<file path="src/rtl/tx_cts_gate_pkg.sv">
package tx_cts_gate_pkg;

  // Frame state of the transmitter as seen by the gate
  typedef enum logic {
    PH_IDLE  = 1'b0,
    PH_FRAME = 1'b1
  } tx_phase_e;

  // Not-clear level of the active-low clear-to-send line
  localparam logic CTS_NOT_CLEAR = 1'b1;

endpackage

</file>
<file path="src/rtl/tx_cts_sync.sv">
module tx_cts_sync #(
  parameter int   STAGES  = 2,
  parameter logic RST_VAL = 1'b1
) (
  input  logic clk,
  input  logic rst_n,
  input  logic din,
  output logic dout
);

  logic [STAGES-1:0] stg_q;

  generate
    if (STAGES == 1) begin : g_one
      always_ff @(posedge clk or negedge rst_n) begin
        if (!rst_n) stg_q <= RST_VAL;
        else        stg_q <= din;
      end
    end else begin : g_chain
      always_ff @(posedge clk or negedge rst_n) begin
        if (!rst_n) stg_q <= {STAGES{RST_VAL}};
        else        stg_q <= {stg_q[STAGES-2:0], din};
      end
      // each stage carries the previous stage one edge later
      for (genvar i = 1; i < STAGES; i++) begin : g_chk
        p_stage_shift_r1: assert property (@(posedge clk) disable iff (!rst_n)
          1'b1 |=> stg_q[i] == $past(stg_q[i-1]));
      end
    end
  endgenerate

  p_first_stage_r1: assert property (@(posedge clk) disable iff (!rst_n)
    1'b1 |=> stg_q[0] == $past(din));

  assign dout = stg_q[STAGES-1];

endmodule

</file>
<file path="src/rtl/tx_cts_launch.sv">
module tx_cts_launch
  import tx_cts_gate_pkg::*;
(
  input  logic clk,
  input  logic rst_n,
  input  logic auto_en,
  input  logic cts_hi,
  input  logic start_valid,
  input  logic stop_done,
  output logic start_ready
);

  tx_phase_e phase_q;
  logic      take;

  assign take = start_valid & start_ready;

  // A granted character is in flight until the stop bit is out;
  // a new grant in the same cycle as stop_done wins.
  always_ff @(posedge clk or negedge rst_n) begin
    if (!rst_n)         phase_q <= PH_IDLE;
    else if (take)      phase_q <= PH_FRAME;
    else if (stop_done) phase_q <= PH_IDLE;
  end

  // Pause only at a character boundary; free-running when disabled
  assign start_ready = ~auto_en | ((phase_q == PH_IDLE) & ~cts_hi);

  // one character at a time while pausing is on
  p_one_in_flight_r3: assert property (@(posedge clk) disable iff (!rst_n)
    (take && auto_en) |=> (!auto_en || !start_ready));

  // a frame in flight with no stop pulse keeps the gate closed
  p_frame_holds_r3: assert property (@(posedge clk) disable iff (!rst_n)
    (auto_en && !start_ready && phase_q == PH_FRAME && !stop_done)
      |=> (!auto_en || !start_ready));

  // leaving a frame needs the shifter's stop pulse
  p_frame_ends_on_stop_r4: assert property (@(posedge clk) disable iff (!rst_n)
    $fell(phase_q == PH_FRAME) |-> $past(stop_done));

endmodule

</file>
<file path="src/rtl/tx_cts_irq.sv">
module tx_cts_irq (
  input  logic clk,
  input  logic rst_n,
  input  logic cts_hi,
  input  logic int_en,
  input  logic gate,
  input  logic clr,
  output logic stat
);

  logic cts_prev_q;
  logic rise;
  logic stat_q;

  always_ff @(posedge clk or negedge rst_n) begin
    if (!rst_n) cts_prev_q <= 1'b1;
    else        cts_prev_q <= cts_hi;
  end

  assign rise = cts_hi & ~cts_prev_q;

  // set has priority over clear so an event is never lost
  always_ff @(posedge clk or negedge rst_n) begin
    if (!rst_n)                     stat_q <= 1'b0;
    else if (rise && int_en && gate) stat_q <= 1'b1;
    else if (clr)                    stat_q <= 1'b0;
  end

  assign stat = stat_q;

  // a new status needs both enables on the edge cycle
  p_set_cause_r6: assert property (@(posedge clk) disable iff (!rst_n)
    $rose(stat_q) |-> $past(int_en && gate && cts_hi));

  // sticky until cleared
  p_sticky_r8: assert property (@(posedge clk) disable iff (!rst_n)
    (stat_q && !clr) |=> stat_q);

  // a steady high line sets nothing
  p_level_quiet_r7: assert property (@(posedge clk) disable iff (!rst_n)
    (!stat_q && cts_hi && cts_prev_q) |=> !stat_q);

endmodule

</file>
<file path="src/rtl/tx_cts_gate.sv">
module tx_cts_gate
  import tx_cts_gate_pkg::*;
#(
  parameter int SYNC_STAGES = 2
) (
  input  logic clk,
  input  logic rst_n,
  input  logic cts_n,
  input  logic auto_en,
  input  logic cts_int_en,
  input  logic enh_gate,
  input  logic start_valid,
  output logic start_ready,
  input  logic stop_done,
  input  logic stat_clr,
  output logic cts_int_stat
);

  logic cts_hi;

  tx_cts_sync #(
    .STAGES  (SYNC_STAGES),
    .RST_VAL (CTS_NOT_CLEAR)
  ) u_sync (
    .clk   (clk),
    .rst_n (rst_n),
    .din   (cts_n),
    .dout  (cts_hi)
  );

  tx_cts_launch u_launch (
    .clk         (clk),
    .rst_n       (rst_n),
    .auto_en     (auto_en),
    .cts_hi      (cts_hi),
    .start_valid (start_valid),
    .stop_done   (stop_done),
    .start_ready (start_ready)
  );

  tx_cts_irq u_irq (
    .clk    (clk),
    .rst_n  (rst_n),
    .cts_hi (cts_hi),
    .int_en (cts_int_en),
    .gate   (enh_gate),
    .clr    (stat_clr),
    .stat   (cts_int_stat)
  );

  // no grant reaches the shifter while the synchronized line says not clear
  p_no_start_paused_r4: assert property (@(posedge clk) disable iff (!rst_n)
    (auto_en && start_valid && start_ready) |-> !cts_hi);

  // free running when pausing is off
  p_free_run_r9: assert property (@(posedge clk) disable iff (!rst_n)
    !auto_en |-> start_ready);

endmodule

</file>
<file path="config.mk">
export PLATFORM = sky130hd
export DESIGN_NAME = tx_cts_gate
export DESIGN_NICKNAME = d
export VERILOG_FILES = /design/src/rtl/tx_cts_gate_pkg.sv /design/src/rtl/tx_cts_sync.sv /design/src/rtl/tx_cts_launch.sv /design/src/rtl/tx_cts_irq.sv /design/src/rtl/tx_cts_gate.sv
export SDC_FILE = /design/constraint.sdc
export NUM_CORES = 1
export LEC_CHECK = 0
export BUFFER_PORTS_ARGS = -buffer_cell sky130_fd_sc_hd__buf_2
export CAP_MARGIN = 10
export CORE_AREA = 2 2 39 41
export CTS_CLUSTER_DIAMETER = 30
export DETAILED_ROUTE_END_ITERATION = 8
export DIE_AREA = 0 0 41 43
export PLACE_DENSITY = 0.37
export SKIP_CTS_REPAIR_TIMING = 1
export SYNTH_ARGS = -nofsm -noshare
export SYNTH_HDL_FRONTEND = slang
export SYNTH_SLANG_ARGS = --single-unit
</file>
<file path="constraint.sdc">
create_clock -name clk -period 1.25 [get_ports clk]
set_clock_uncertainty 0.1 [all_clocks]
set_input_delay 0.125 -clock clk [delete_from_list [all_inputs] [get_ports clk]]
set_output_delay 0.125 -clock clk [all_outputs]
set_load 0.02 [all_outputs]
</file>
==> impl_metrics.py, run 1 <==
metrics = {
    "yosys": {
        "syn_inst": 11,
        "ys_types": 7,
        "yosys_warnings": 0,
        "postSynthAreaPerCell_sq_um": 15.24,
        "seq_area_frac_synth": 0.7687,
        "syn_nets": 20,
        "synth_seq_cells": 5,
        "syn-cell-area_sq_um": 167.7,
    },
    "global_routing": {
        "grt_max_degree": 6,
        "grt_usage": 0.05449,
        "antenna_found_initial": 0,
        "grt_pass1_wl_um": 545,
        "grt_pass1_vias": 141,
        "overflow": 0,
    },
    "clocking": {
        "clkLatencyLatePin_ns": 0.23,
        "cts_buffer_depth": 2,
        "path_clk_slew_ns": 0.04,
        "cts_max_level": 1,
        "cts_tree": "built",
        "cts_sinks": 5,
        "cts-buffers-inserted": 3,
        "root_buffer": "clkbuf_4",
    },
    "critical_path": {
        "timing.rr.start": "u_sync.stg_q[1]",
        "worstPathRequired_ns": 1.02,
        "crit_path_end_kind": "primary output",
        "path_class": "flop to primary output",
        "startpoint_type": "flop",
        "startpoint": "u_sync.stg_q[1]",
        "rr_worst_depth": 2,
        "endpoint": "start_ready",
        "rrSetupSlack_ns": 0.24,
        "cp_max_fo": 3,
        "crit_arrival_ns": 0.98,
        "worstReg2RegEnd": "u_launch.phase_q",
    },
    "sta": {
        "hold_slack_ns": -0.01250,
        "rsz0062_at_grt": "no",
        "setup_tns_ns": 0,
        "finalHoldViolations": 1,
        "slew_viol_final": 0,
        "fin_crit_sh": 0.9647,
        "setup_viol": 0,
        "tightestPinTransition_ns": 0.1498,
        "fmax_mhz": 829.2,
        "min_period_ns": 1.206,
        "slew_headroom": 0.8991,
    },
    "floorplanning": {
        "ioPinCount": 11,
        "die_area_sq_um": 1763,
        "die-height_um": 43,
        "die_x_um": 41,
        "core_sq_um": 1384,
        "num_rows": 14,
        "start_util": 0.1212,
    },
    "route": {
        "dr_total_vias": 143,
        "drt_iter0_drc": 1,
        "wl_per_cell_um": 8.864,
        "drt_first_pass_iters": 2,
        "drc": 0,
        "vias_per_cell": 3.250,
        "wl_um": 390,
        "ant_nets": 0,
    },
    "place": {
        "portBuffers": 10,
        "dpl-instance-area_sq_um": 237.7,
        "gp_congestion": 0.5517,
    },
    "outcome": {
        "status": "finished, violations left",
        "violations": "hold timing",
    },
    "layout": {
        "fin_area_sq_um": 297.8,
        "syn2layout_area_growth_pct": 77.61,
        "drive_above_1_share": 0.6429,
        "final_core_util": 0.2152,
        "antennaDiodeCount": 0,
        "finalNetCount": 38,
    },
    "run": {
        "cap_violations": 0,
    },
    "hold_path": {
        "hold_class": "input port to flop",
    },
    "pwr": {
        "power-per-cell-area_nw_per_um2": 1374,
        "peakVddDrop_uv": 435.4,
        "p_leak_nw": 0.1436,
        "finalPower_mw": 0.4093,
    },
}
## worst max-delay path: stages, from the launching register on
cell and delay (ns):
dfstp_2 0.55, o21ai_2 0.07, buf_6 0.13
## report_power, final
group | switching (mW) | internal [mW] | leakage (nW)
clock | 0.0614 | 0.120 | 0.0150
combinational | 0.0189 | 0.0260 | 0.0718
sequential | 0.00594 | 0.177 | 0.0568
total | 0.0862 | 0.323 | 0.144
## worst min path at each step
| stage | startpoint | end | slack (ns) | cells after the start |
|---|---|---|---|---|
| CTS | rst_n | u_irq.stat | -0.41 | 1 |
| finish | stat_clr | u_irq.stat | -0.01 | 2 |
| global route | stat_clr | u_irq.stat | 0.001 | 2 |
| detailed placement | rst_n | u_irq.stat | -0.16 | 1 |
| global placement | rst_n | u_irq.stat | -0.16 | 1 |
| floorplan | rst_n | u_irq.stat | -0.27 | 0 |
## synthesized netlist by cell type (all sizes together)
cell,number,area (sq um)
dfstp,3,78.83
dfrtp,2,50.05
inv,2,7.510
o21ai,2,13.76
a22o,1,8.760
nand4b,1,8.760
## metal layers
metal / track usage / vias to the layer above / share of wire
met4: 0.02000 / 0 / 0
met5: 0 / - / 0
met1: 0.04575 / 61 / 0.43
met2: 0.06875 / 11 / 0.43
met3: 0.07853 / 0 / 0.13
li1: - / 71 / -
## area by class of cell
| class | instances | area (sq um) |
|---|---|---|
| Clock buffer | 4 | 26.28 |
| Tap cell | 16 | 20.02 |
| Inverter | 2 | 7.507 |
| Timing Repair Buffer | 13 | 83.83 |
| Sequential cell | 5 | 128.9 |
| Fill cell | 155 | 1086 |
| Multi-Input combinational cell | 4 | 31.28 |
## kinds of logic (layout without fill, tap and decap cells)
logic type,after synthesis,after routing,synth area share
AO/OA/AOI/OAI,3,3,0.1343
buffers and inverters,2,19,0.04479
flip-flops,5,5,0.7687
AND/OR/NAND/NOR,1,1,0.05225
## placed cells by master (no fill, tap or decap)
master,count
buf_2,9
buf_4,1
o21ai_2,1
clkbuf_1,1
dfstp_2,3
clkbuf_4,3
dfrtp_1,2
o21ai_0,1
a22o_1,1
nand4b_1,1
buf_6,1
inv_1,2
dlygate4sd3_1,2
## through the flow
step                setup slack (ns)  instances
global placement              0.2698         37
floorplan                     0.2206         11
global route                0.009541         44
detailed placement            0.2534         37
finish                       0.04408         44
CTS                         0.005856         41
## flip-flops by register name, indices dropped and copies added (netlist names)
name              flops
u_irq.cts_prev_q      1
u_irq.stat            1
u_sync.stg_q          2
u_launch.phase_q      1
Note: power is estimated with default switching activity, not from simulation.
==> inputs of run 2 (changes only) <==
--- a/config.mk
+++ b/config.mk
@@ -11,7 +11,7 @@
 export CTS_CLUSTER_DIAMETER = 30
 export DETAILED_ROUTE_END_ITERATION = 8
 export DIE_AREA = 0 0 41 43
-export PLACE_DENSITY = 0.37
+export PLACE_DENSITY = 0.35
 export SKIP_CTS_REPAIR_TIMING = 1
 export SYNTH_ARGS = -nofsm -noshare
 export SYNTH_HDL_FRONTEND = slang
==> run 2 against run 1 <==
Against the previous run: the run now ends clean; sequential cell count unchanged; critical path depth is the same; sequential power about the same; worst setup slack got worse by 0.0012 ns; clock power rose by 2%; worst hold slack better by 0.022 ns; non-clock buffer count up 1; critical endpoint unchanged; largest cell class unchanged.
==> impl_metrics.py, run 2 (synthesis results as in run 1) <==
metrics = {
    "outcome": {
        "status": "finished, final reports clean",
    },
    "place": {
        "gp_congestion": 0.5655,
        "dpl-instance-area_sq_um": 237.7,
        "portBuffers": 10,
    },
    "floorplanning": {
        "start_util": 0.1212,
        "num_rows": 14,
        "core_sq_um": 1384,
        "die_area_sq_um": 1763,
        "die-height_um": 43,
        "ioPinCount": 11,
        "die_x_um": 41,
    },
    "pwr": {
        "finalPower_mw": 0.4155,
        "peakVddDrop_uv": 528.1,
        "power-per-cell-area_nw_per_um2": 1350,
        "p_leak_nw": 0.1478,
    },
    "layout": {
        "regMostFlops": "u_sync.stg_q",
        "final_common_cell": "buf_2",
        "regArea_sq_um": 128.9,
        "syn2layout_area_growth_pct": 83.58,
        "finalNetCount": 39,
        "mostFrequentLayoutCells": "buf_2 (9), clkbuf_4 (3), dlygate4sd3_1 (3), dfstp_2 (3)",
        "fillCellCount": 148,
        "antennaDiodeCount": 0,
        "multiInputGateArea_sq_um": 31.28,
        "drive_above_1_share": 0.6207,
        "largest_register_ffs": 2,
        "fin_area_sq_um": 307.8,
    },
    "global_routing": {
        "overflow": 0,
        "grt_pass1_wl_um": 565,
        "antenna_found_initial": 0,
        "grt_usage": 0.05752,
        "grt_pass1_vias": 152,
        "grt_max_degree": 6,
    },
    "route": {
        "dr_total_vias": 148,
        "drt_first_pass_iters": 4,
        "drt_iter0_drc": 2,
        "wl_um": 385,
        "ant_nets": 0,
        "vias_per_cell": 3.289,
        "drc": 0,
        "wl_per_cell_um": 8.556,
    },
    "run": {
        "cap_violations": 0,
    },
    "sta": {
        "slew_viol_final": 0,
        "setup_tns_ns": 0,
        "tightestPinTransition_ns": 0.1467,
        "slew_headroom": 0.9012,
        "rsz0062_at_grt": "no",
        "min_period_ns": 1.207,
        "finalHoldViolations": 0,
        "fmax_mhz": 828.4,
        "setup_viol": 0,
        "fin_crit_sh": 0.9657,
    },
    "hold_path": {
        "hold_class": "input port to flop",
    },
    "clocking": {
        "root_buffer": "clkbuf_4",
        "cts-buffers-inserted": 3,
        "cts_buffer_depth": 2,
        "path_clk_slew_ns": 0.04,
        "clkLatencyLatePin_ns": 0.24,
        "cts_tree": "built",
        "cts_max_level": 1,
        "cts_sinks": 5,
    },
    "critical_path": {
        "path_class": "flop to primary output",
        "startpoint_type": "flop",
        "worstPathRequired_ns": 1.02,
        "cp_max_fo": 3,
        "crit_arrival_ns": 0.98,
        "crit_path_end_kind": "primary output",
    },
}
## run 2: changes by cell type in the layout (fill, tap and decap cells not counted), sizes merged
| cell | delta |
|---|---|
| dlygate4sd3 | +1 |
## run 2: where the power goes
| part | internal, mW | switching (mW) | total, mW |
|---|---|---|---|
| Combinational | 0.0280 | 0.0185 | 0.0465 |
| Sequential | 0.177 | 0.00642 | 0.183 |
| Clock | 0.121 | 0.0653 | 0.186 |
| Total | 0.325 | 0.0902 | 0.416 |
## run 2: layout make-up
class | count | share of cell area
clock buffer | 4 | 0.08537
timing repair buffer | 14 | 0.3049
inverter | 2 | 0.02439
tap | 16 | 0.06504
sequential | 5 | 0.4187
multi-input combinational | 4 | 0.1016
## run 2: worst max-delay path, cell delays in order, from the launching register on
cell and delay [ns]:
dfstp_2 0.55, o21ai_2 0.07, buf_6 0.13
## run 2: final timing paths
check                                   end  depth (start not counted)  slack [ns]            start
setup / recovery                start_ready                          2        0.04  u_sync.stg_q[1]
hold / removal             u_launch.phase_q                          2       0.009      start_valid
setup reg to reg           u_launch.phase_q                          2        0.25  u_sync.stg_q[1]
hold reg to reg             u_sync.stg_q[1]                          0        0.26  u_sync.stg_q[0]
max in group asynchronous   u_sync.stg_q[0]                          2        0.71            rst_n
min in group asynchronous        u_irq.stat                          2        0.13            rst_n
## run 2: per-layer routing
| layer | vias up | share of wire | GRT usage |
|---|---|---|---|
| met3 | 0 | 0.17 | 0.07853 |
| met2 | 13 | 0.38 | 0.06563 |
| li1 | 73 | - | - |
| met4 | 0 | 0 | 0.04000 |
| met1 | 62 | 0.44 | 0.04902 |
| met5 | - | 0 | 0 |
## run 2: per-stage QoR
stage	utilization	cells	setup WS, ns	hold WS [ns]
floorplan	-	11	0.2206	-0.2706
global placement	0.1718	37	0.2690	-0.1617
detailed placement	0.1718	37	0.2516	-0.1561
CTS	0.1908	41	0.004602	-0.4155
global route	0.2224	45	0.009767	0.0009812
finish	0.2224	45	0.04290	0.009008
==> inputs of run 3 (changes only) <==
==> constraint.sdc (replaced) <==
create_clock -name clk -period 1.25 [get_ports clk]
set_clock_uncertainty 0.1 [all_clocks]
set_input_delay 0 -clock clk [delete_from_list [all_inputs] [get_ports clk]]
set_output_delay 0 -clock clk [all_outputs]
set_load 0.02 [all_outputs]
==> run 3 against run 2 <==
Against the previous run: die area is the same; clock-buffer cell count is the same; critical endpoint unchanged; critical path depth is the same.
==> impl_metrics.py, run 3 (synthesis results as in run 1) <==
metrics = {
    "critical_path": {
        "worstPathRequired_ns": 1.15,
        "crit_path_end_kind": "primary output",
        "path_class": "flop to primary output",
        "startpoint_type": "flop",
        "worstPathCellList": "o21ai_2 > buf_2",
        "crit_arrival_ns": 1.00,
        "cp_max_fo": 3,
        "cp_top_family": "flip-flops",
        "path_buf_inv": 1,
        "max_stage_delay_ns": 0.55,
        "cpMaxStageDelayCell": "dfstp_2",
    },
    "pwr": {
        "pwr-share-clk": 0.439,
        "p_comb_frac": 0.126,
        "finalPower_mw": 0.4204,
        "p_leak_nw": 0.1613,
        "power-per-cell-area_nw_per_um2": 1222,
        "peakVddDrop_uv": 519.6,
        "power.switching_mw": 0.08982,
        "netSwitchingFraction": 0.2136,
        "power_frac_seq": 0.435,
        "internal-power_mw": 0.3306,
    },
    "clocking": {
        "root_buffer": "clkbuf_4",
        "cts_tree": "built",
        "cts_buffer_depth": 2,
        "cts_max_level": 1,
        "clkLatencyLatePin_ns": 0.24,
        "path_clk_slew_ns": 0.04,
        "cts_sinks": 5,
        "cts-buffers-inserted": 3,
    },
    "floorplanning": {
        "die-height_um": 43,
        "start_util": 0.1212,
        "die_area_sq_um": 1763,
        "ioPinCount": 11,
        "core_sq_um": 1384,
        "die_x_um": 41,
        "num_rows": 14,
    },
    "run": {
        "cap_violations": 0,
    },
    "route": {
        "drc": 0,
        "drt-met1-wl_um": 188,
        "drt_first_pass_iters": 2,
        "routed.top_layer": "met3",
        "wl_um": 455,
        "wl_per_cell_um": 9.286,
        "dr_wl_met2_um": 218,
        "ant_nets": 0,
        "routed-wl-met3_um": 48,
        "dr_total_vias": 168,
        "drt_iter0_drc": 2,
        "vias_per_cell": 3.429,
    },
    "layout": {
        "syn2layout_area_growth_pct": 105.2,
        "regMostFlops": "u_sync.stg_q",
        "antennaDiodeCount": 0,
        "fin_area_sq_um": 344.1,
        "final_core_util": 0.2486,
        "final_common_cell": "buf_2",
        "finalNetCount": 43,
        "largest_register_ffs": 2,
        "mostFrequentLayoutCells": "buf_2 (10), dlygate4sd3_1 (8), clkbuf_4 (3), dfstp_2 (3)",
        "drive_above_1_share": 0.5152,
        "layoutNonFillerInstCount": 49,
    },
    "sta": {
        "finalHoldViolations": 0,
        "rsz0062_at_grt": "no",
        "setup_viol": 0,
        "fmax_mhz": 909.3,
        "slew_headroom": 0.9011,
        "tightestPinTransition_ns": 0.1468,
        "fin_crit_sh": 0.8798,
        "min_period_ns": 1.100,
        "worst_slack_ns": 0.1502,
        "slew_viol_final": 0,
        "setup_tns_ns": 0,
        "hold_slack_ns": 0.006946,
    },
    "global_routing": {
        "overflow": 0,
        "grt_usage": 0.05752,
        "grt_pass1_vias": 152,
        "antenna_found_initial": 0,
        "grt_pass1_wl_um": 565,
        "grt_max_degree": 6,
    },
    "place": {
        "dpl-instance-area_sq_um": 237.7,
        "gp_congestion": 0.5655,
        "preCtsSetupSlack_ns": 0.2516,
        "portBuffers": 10,
        "placed_cells": 37,
    },
    "outcome": {
        "status": "finished, final reports clean",
    },
    "hold_path": {
        "hold_class": "input port to async pin",
    },
}
## run 3: cell type report
| class | instances | area (sq um) |
|---|---|---|
| Fill cell | 143 | 1040 |
| Timing Repair Buffer | 18 | 130.1 |
| Sequential cell | 5 | 128.9 |
| Multi-Input combinational cell | 4 | 31.28 |
| Clock buffer | 4 | 26.28 |
| Tap cell | 16 | 20.02 |
| Inverter | 2 | 7.507 |
## run 3: path summary, 6_finish.rpt
kind	start	to	slack, ns	cells past startpoint
worst max register to register	u_sync.stg_q[1]	u_launch.phase_q	0.26	2
worst min register to register	u_sync.stg_q[0]	u_sync.stg_q[1]	0.25	0
worst min-delay path	rst_n	u_irq.stat	0.007	2
worst max-delay path	u_sync.stg_q[1]	start_ready	0.15	2
max in group asynchronous	rst_n	u_sync.stg_q[0]	0.83	2
min in group clk	u_sync.stg_q[0]	u_sync.stg_q[1]	0.25	0
## run 3: power by group through the flow
stage / Combinational [mW] / Clock, mW / Sequential (mW)
after CTS: 0.0345 / 0.194 / 0.183
after floorplan: 0.0116 / 0 / 0.186
final: 0.0530 / 0.184 / 0.183
after detailed placement: 0.0342 / 0 / 0.185
after global routing: 0.0586 / 0.205 / 0.184
after global placement: 0.0328 / 0 / 0.184
## run 3: per-layer routing
layer,vias to the layer above,global-route usage
li1,82,-
met1,73,0.04902
met2,13,0.06563
met3,0,0.07853
met4,0,0.04000
met5,-,0
